<file path="src/rtl/pfu_pkg.sv">
package pfu_pkg;
  typedef enum logic [2:0] {PH_IDLE, PH_T1, PH_T2, PH_T3, PH_T4} bus_phase_e;
  typedef enum logic [1:0] {CYC_FETCH, CYC_READ, CYC_WRITE} cyc_kind_e;
endpackage

</file>
<file path="src/rtl/pfu_byte_queue.sv">
module pfu_byte_queue #(
  parameter int DW    = 8,
  parameter int DEPTH = 4
) (
  input  logic                         clk,
  input  logic                         rst,
  input  logic                         clear_i,
  input  logic                         push_i,
  input  logic [DW-1:0]                push_data_i,
  input  logic                         pop_i,
  output logic [DW-1:0]                head_o,
  output logic [$clog2(DEPTH+1)-1:0]   count_o
);
  localparam int PW = (DEPTH > 1) ? $clog2(DEPTH) : 1;
  localparam int CW = $clog2(DEPTH+1);

  logic [DW-1:0] mem [DEPTH];
  logic [PW-1:0] wr_ptr, rd_ptr;
  logic [CW-1:0] count_q;
  logic          pop_ok, push_ok;

  function automatic logic [PW-1:0] ptr_next(input logic [PW-1:0] p);
    return (p == PW'(DEPTH-1)) ? '0 : p + 1'b1;
  endfunction

  assign pop_ok  = pop_i && (count_q != '0);
  assign push_ok = push_i && ((count_q != CW'(DEPTH)) || pop_ok);

  // storage without reset so it maps onto distributed or block RAM
  always_ff @(posedge clk) begin
    if (push_ok && !clear_i) mem[wr_ptr] <= push_data_i;
  end

  always_ff @(posedge clk) begin
    if (rst || clear_i) begin
      wr_ptr  <= '0;
      rd_ptr  <= '0;
      count_q <= '0;
    end else begin
      if (push_ok) wr_ptr <= ptr_next(wr_ptr);
      if (pop_ok)  rd_ptr <= ptr_next(rd_ptr);
      case ({push_ok, pop_ok})
        2'b10:   count_q <= count_q + 1'b1;
        2'b01:   count_q <= count_q - 1'b1;
        default: count_q <= count_q;
      endcase
    end
  end

  assign head_o  = mem[rd_ptr];
  assign count_o = count_q;

  // the room rule upstream must never let a byte arrive at a full queue
  assert_no_overflow_R4: assert property (@(posedge clk) disable iff (rst)
    (push_i && !clear_i) |-> (count_q != CW'(DEPTH)));
endmodule

</file>
<file path="src/rtl/pfu_bus_seq.sv">
module pfu_bus_seq
  import pfu_pkg::*;
#(
  parameter int AW = 20,
  parameter int DW = 8
) (
  input  logic          clk,
  input  logic          rst,
  input  logic          start_i,
  input  cyc_kind_e     start_kind_i,
  input  logic [AW-1:0] start_addr_i,
  input  logic [DW-1:0] start_wdata_i,
  output bus_phase_e    phase_o,
  output cyc_kind_e     kind_o,
  output logic          slot_o,
  output logic          end_o,
  output logic          ale_o,
  output logic          rd_o,
  output logic          wr_o,
  output logic          fetch_o,
  output logic [AW-1:0] ad_o
);
  bus_phase_e    phase_q;
  cyc_kind_e     kind_q;
  logic [AW-1:0] addr_q;
  logic [DW-1:0] wdata_q;
  logic          strobe;

  always_ff @(posedge clk) begin
    if (rst) begin
      phase_q <= PH_IDLE;
      kind_q  <= CYC_FETCH;
      addr_q  <= '0;
      wdata_q <= '0;
    end else begin
      unique case (phase_q)
        PH_T1: phase_q <= PH_T2;
        PH_T2: phase_q <= PH_T3;
        PH_T3: phase_q <= PH_T4;
        default: begin
          if (start_i) begin
            phase_q <= PH_T1;
            kind_q  <= start_kind_i;
            addr_q  <= start_addr_i;
            wdata_q <= start_wdata_i;
          end else begin
            phase_q <= PH_IDLE;
          end
        end
      endcase
    end
  end

  assign slot_o  = (phase_q == PH_IDLE) || (phase_q == PH_T4);
  assign end_o   = (phase_q == PH_T4);
  assign strobe  = (phase_q == PH_T2) || (phase_q == PH_T3) || (phase_q == PH_T4);
  assign ale_o   = (phase_q == PH_T1);
  assign rd_o    = strobe && (kind_q != CYC_WRITE);
  assign wr_o    = strobe && (kind_q == CYC_WRITE);
  assign fetch_o = (phase_q != PH_IDLE) && (kind_q == CYC_FETCH);
  assign phase_o = phase_q;
  assign kind_o  = kind_q;

  always_comb begin
    ad_o = '0;
    if (phase_q == PH_T1)                   ad_o = addr_q;
    else if (strobe && kind_q == CYC_WRITE) ad_o = AW'(wdata_q);
  end

  // the arbiter may only launch a cycle at a cycle boundary
  assert_start_in_slot_R2: assert property (@(posedge clk) disable iff (rst)
    start_i |-> slot_o);
endmodule

</file>
<file path="src/rtl/byte_prefetch_unit.sv">
module byte_prefetch_unit
  import pfu_pkg::*;
#(
  parameter int          AW         = 20,
  parameter int          DW         = 8,
  parameter int          QDEPTH     = 4,
  parameter logic [19:0] RESET_ADDR = 20'hFFFF0
) (
  input  logic          clk,
  input  logic          rst,
  input  logic          flush_i,
  input  logic [AW-1:0] flush_addr_i,
  input  logic          ib_ready_i,
  output logic          ib_valid_o,
  output logic [DW-1:0] ib_byte_o,
  input  logic          da_req_i,
  input  logic          da_we_i,
  input  logic [AW-1:0] da_addr_i,
  input  logic [DW-1:0] da_wdata_i,
  output logic          da_done_o,
  output logic [DW-1:0] da_rdata_o,
  output logic          bus_ale_o,
  output logic          bus_rd_o,
  output logic          bus_wr_o,
  output logic          bus_fetch_o,
  output logic [AW-1:0] bus_ad_o,
  input  logic [DW-1:0] bus_din_i
);
  localparam int CW = $clog2(QDEPTH+1);

  bus_phase_e    phase;
  cyc_kind_e     kind, start_kind;
  logic          slot, cyc_end, busy, inflight, room;
  logic          data_block, data_go, start, push;
  logic [AW-1:0] fetch_addr_q, start_addr;
  logic          discard_q, done_q;
  logic [DW-1:0] rdata_q;
  logic [CW-1:0] q_count;

  // ---- arbitration: data first, prefetch only with guaranteed room ----
  assign busy       = (phase != PH_IDLE);
  assign inflight   = busy && (kind == CYC_FETCH) && !discard_q;
  assign room       = (int'(q_count) + int'(inflight)) < QDEPTH;
  assign data_block = done_q || (cyc_end && kind != CYC_FETCH);
  assign data_go    = da_req_i && !data_block;
  assign start      = slot && !flush_i && (data_go || room);
  assign start_kind = !data_go ? CYC_FETCH : (da_we_i ? CYC_WRITE : CYC_READ);
  assign start_addr = data_go ? da_addr_i : fetch_addr_q;
  assign push       = cyc_end && (kind == CYC_FETCH) && !discard_q && !flush_i;

  always_ff @(posedge clk) begin
    if (rst) begin
      fetch_addr_q <= AW'(RESET_ADDR);
      discard_q    <= 1'b0;
      done_q       <= 1'b0;
      rdata_q      <= '0;
    end else begin
      if (flush_i)                fetch_addr_q <= flush_addr_i;
      else if (start && !data_go) fetch_addr_q <= fetch_addr_q + 1'b1;

      if (flush_i)      discard_q <= busy && !cyc_end && (kind == CYC_FETCH);
      else if (cyc_end) discard_q <= 1'b0;

      done_q <= cyc_end && (kind != CYC_FETCH);
      if (cyc_end && kind == CYC_READ) rdata_q <= bus_din_i;
    end
  end

  pfu_bus_seq #(.AW(AW), .DW(DW)) seq_i (
    .clk(clk), .rst(rst),
    .start_i(start), .start_kind_i(start_kind),
    .start_addr_i(start_addr), .start_wdata_i(da_wdata_i),
    .phase_o(phase), .kind_o(kind), .slot_o(slot), .end_o(cyc_end),
    .ale_o(bus_ale_o), .rd_o(bus_rd_o), .wr_o(bus_wr_o),
    .fetch_o(bus_fetch_o), .ad_o(bus_ad_o)
  );

  pfu_byte_queue #(.DW(DW), .DEPTH(QDEPTH)) queue_i (
    .clk(clk), .rst(rst), .clear_i(flush_i),
    .push_i(push), .push_data_i(bus_din_i),
    .pop_i(ib_ready_i),
    .head_o(ib_byte_o), .count_o(q_count)
  );

  assign ib_valid_o = (q_count != '0);
  assign da_done_o  = done_q;
  assign da_rdata_o = rdata_q;

  // an address clock is always followed by a strobe clock
  assert_addr_then_strobe_R2: assert property (@(posedge clk) disable iff (rst)
    bus_ale_o |=> (!bus_ale_o && (bus_rd_o || bus_wr_o)));
  // a fetch in its address clock always has a free queue slot
  assert_fetch_has_room_R4: assert property (@(posedge clk) disable iff (rst)
    (bus_ale_o && bus_fetch_o) |-> (q_count < CW'(QDEPTH)));
  // queue is empty the clock after a flush
  assert_flush_empties_R6: assert property (@(posedge clk) disable iff (rst)
    flush_i |=> !ib_valid_o);
  // a pending data request takes the cycle following a fetch
  assert_data_priority_R8: assert property (@(posedge clk) disable iff (rst)
    (cyc_end && kind == CYC_FETCH && da_req_i && !done_q && !flush_i)
      |=> (bus_ale_o && !bus_fetch_o));
  // completion is a single-clock pulse
  assert_done_pulse_R9: assert property (@(posedge clk) disable iff (rst)
    da_done_o |=> !da_done_o);
endmodule

</file>
<file path="config.mk">
export PLATFORM = sky130hd
export DESIGN_NAME = byte_prefetch_unit
export DESIGN_NICKNAME = d
export VERILOG_FILES = /design/src/rtl/pfu_pkg.sv /design/src/rtl/pfu_byte_queue.sv /design/src/rtl/pfu_bus_seq.sv /design/src/rtl/byte_prefetch_unit.sv
export SDC_FILE = /design/constraint.sdc
export NUM_CORES = 1
export LEC_CHECK = 0
export BUFFER_PORTS_ARGS = -buffer_cell sky130_fd_sc_hd__buf_2
export CELL_PAD_IN_SITES_DETAIL_PLACEMENT = 1
export CELL_PAD_IN_SITES_GLOBAL_PLACEMENT = 1
export CORE_ASPECT_RATIO = 1.25
export CORE_MARGIN = 2
export CORE_UTILIZATION = 46
export CTS_BUF_LIST = sky130_fd_sc_hd__clkbuf_4 sky130_fd_sc_hd__clkbuf_8
export DETAILED_ROUTE_END_ITERATION = 6
export GPL_ROUTABILITY_DRIVEN = 0
export PLACE_DENSITY_LB_ADDON = 0.1
export SYNTH_ARGS = -nofsm -noshare
export SYNTH_HDL_FRONTEND = slang
export SYNTH_SLANG_ARGS = --single-unit
</file>
<file path="constraint.sdc">
create_clock -name clk -period 4.6 [get_ports clk]
set_input_delay 0.23 -clock clk [delete_from_list [all_inputs] [get_ports clk]]
set_output_delay 0.23 -clock clk [all_outputs]
set_load 0.02 [all_outputs]
</file>
==> results_dict.tcl <==
set metrics [dict create \
    synthFlopType "dfxtp_1" \
    cts_tree "built" \
    final-seq-area_um2 2400 \
    seq_area_frac_synth 0.505 \
    post_cts.repair.setup_buffers 0 \
    antenna_cells 0 \
    path_cells "or3b_1 > o21a_1 > o21ai_0 > nand2_1 > a21oi_1" \
    grt_use_total 0.253 \
    numCtsBuffers 9 \
    tns_ns 0 \
    tightest_slew_ns 1.28 \
    syn_nets 556 \
    drc 0 \
    fin_skew_ns 0.00800 \
    synth_cell_types 56 \
    max_cap_viol_count 0 \
    netlist_area_um2 4760 \
    antenna_found_initial 0 \
    holdBufCountCts 0 \
    synth-warning-count 0 \
    grt_pass1_wl_mm 21.7 \
    clk_path_buf_depth 2 \
    status "finished clean" \
    ys_ff_latch 104 \
    hold_path_startpoint "flush_addr_i[5]" \
    wl_per_cell_um 19.3 \
    nets 642 \
    design_area_um2 5540 \
    slew_violations 0 \
    synth_top_family_by_area "simple AND/OR/NAND/NOR gates" \
    cts.htree.levels 3 \
    area_growth_pct 16.5 \
    ant_nets 0 \
    cts_sinks 104 \
    synth_edf_count 32 \
    die_w_um 94.9 \
    powerDensity_nw_per_um2 348 \
    combPwrFrac 0.159 \
    switching_share 0.294 \
    ios 104 \
    rows 41 \
    fillers 1172 \
    timing.fmax_ghz 0.317 \
    multi_input_area_um2 2180 \
    post-route-period-util 0.686 \
    core_um2 10100 \
    io_buffers 103 \
    num_vias 4123 \
    drtIter0Drc 126 \
    die_area_um2 11200 \
    dp_cells 691 \
    switchingPower_mw 0.567 \
    finalCriticalPeriod_ns 3.15 \
    grt.overflow.total 0 \
    p_total_mw 1.93 \
    p_int_mw 1.36 \
    hold_path.class "in -> reg" \
    synth-simple-area-share 0.204 \
    clockPowerShare 0.301 \
    syn_inst 487 \
    slew_headroom 0.139 \
    r2r_start "seq_i.phase_o[1]$_SDFF_PP0_" \
    p_leak_nw 2.27 \
    synthAdderAreaFrac 0.0200 \
    via_per_inst 5.83 \
    path_class "reg -> reg" \
    die_h_um 118 \
    ys_async_sr_fraction 0 \
    cts-resized-gates 0 \
    wirelength_mm 13.6 \
    seqPwrFrac 0.541 \
    synth_compound_area_frac 0.160 \
    critical_path_arrival_ns 3.47 \
    final_cells 707 \
    drive_above_1_share 0.244 \
    ir_drop_mv 0.144 \
    firstDrtPassIters 4 \
    path_clk_slew_ns 0.10 \
    grt_max_degree 49 \
    cts_root_buffer "clkbuf_8" \
    fin_util 0.548 \
    crit_path_end_kind "register" \
    critPathSlowestCell "o21ai_0" \
    hpwl_mm 9.96 \
    synth_mux_area_frac 0.0631 \
    finalSetupViolCount 0 \
    syn_avg_cell_area_um2 9.77 \
    start_util 0.471 \
    rsz0062_at_grt "false" \
    hold_viol 0 \
    startpoint_type "register" \
    path_max_fanout 31 \
    crit_required_ns 4.91 \
    insertion_delay_ns 0.38 \
    grt_pass1_vias 4281 \
    synth_xor_area_frac 0.00921 \
    dpl_cell_area_um2 5350 \
    worstSetupStartpoint "seq_i.phase_o[1]$_SDFF_PP0_" \
    cpPeakStageDelay_ns 1.17 \
]
[synth_stat cells (all sizes together), types with 5 or more instances]
library cell,instances,area [um2]
a2111oi,5,43.8
a211oi,10,75.1
a21oi,29,145
a22o,8,70.1
a311oi,23,201
and2,18,114
and3,5,31.3
buf,6,32.5
clkbuf,26,97.6
dfxtp,72,1440
edfxtp,32,961
ha,6,75.1
inv,15,56.3
mux2i,12,120
mux4,8,180
nand2,63,236
nand3,7,35.0
nand4,7,43.8
nor2,51,191
nor3,18,90.1
o21ai,8,40.0
or3,7,46.3
[worst max-delay path, delay by kind of cell (launching register included)]
family / cells / cell delay [ns]
compound gates: 3 / 1.97
flops: 1 / 0.41
simple gates: 2 / 0.70
[logic make-up after synthesis]
logic type               Yosys count
multiplexers                      20
XOR/XNOR                           5
adder cells (fa/ha/maj)            7
AND/OR/NAND/NOR                  199
AO/OA/AOI/OAI                    105
flip-flops                       104
buffers and inverters             47
[path summary, 6_finish.rpt]
check / endpoint / slack, ns / depth (start not counted)
max: seq_i.wdata_q[2]$_SDFFE_PP0P_ / 1.45 / 5
min: fetch_addr_q[5]$_SDFFE_PP1P_ / 0.08 / 3
max reg2reg: seq_i.wdata_q[2]$_SDFFE_PP0P_ / 1.45 / 5
min reg2reg: seq_i.wdata_q[6]$_SDFFE_PP0P_ / 0.48 / 2
[power groups by stage]
stage / clock (mW) / combinational (mW) / sequential (mW)
finish: 0.580 / 0.306 / 1.04
global route: 0.632 / 0.338 / 1.05
global placement: 0 / 0.294 / 1.06
floorplan: 0 / 0.210 / 1.04
CTS: 0.591 / 0.309 / 1.04
detailed placement: 0 / 0.306 / 1.06
[placed cells by master, fill, tap and decap left out, drive strengths merged, types with 4 or more instances in the layout]
master	n
a22o	8
clkbuf	9
o311ai	4
nor3	18
or3	7
buf	107
dfxtp	72
nor4	4
ha	6
mux4	8
clkinv	4
nand4	7
xnor2	4
a311oi	23
nor2	51
edfxtp	32
and2	18
nand3	7
o21ai	8
inv	17
a211oi	10
mux2i	12
a21oi	29
a2111oi	5
nor4b	4
and3	5
nand2	63
[through the flow]
step                worst slack [ns]  hold slack [ns]
floorplan                       1.95            0.329
global placement                1.77            0.445
detailed placement              1.50            0.462
CTS                             1.46           0.0685
global route                    1.24           0.0591
finish                          1.45           0.0774
[registers in the layout, indices dropped and copies added (netlist names), named ones only]
register and flops:
queue_i.mem 32, fetch_addr_q 20, seq_i.addr_q 20, da_rdata_o 8
seq_i.wdata_q 8, queue_i.count_o 3, seq_i.phase_o 3, queue_i.rd_ptr 2
queue_i.wr_ptr 2, seq_i.kind_o 2, da_done_o 1, discard_q 1
[layout make-up]
| cell class | instances | area share |
|---|---|---|
| Sequential cell | 104 | 0.433 |
| Timing Repair Buffer | 107 | 0.0984 |
| Clock inverter | 7 | 0.0126 |
| Multi-Input combinational cell | 336 | 0.394 |
| Clock buffer | 9 | 0.0223 |
| Tap cell | 129 | 0.0291 |
| Inverter | 15 | 0.0102 |
[per-layer routing]
metal,track usage,wire length (um)
met5,0,0
met2,0.458,7380
met3,0.0615,574
met4,0.109,488
met1,0.273,5200
(Power assumes the default switching activity.)
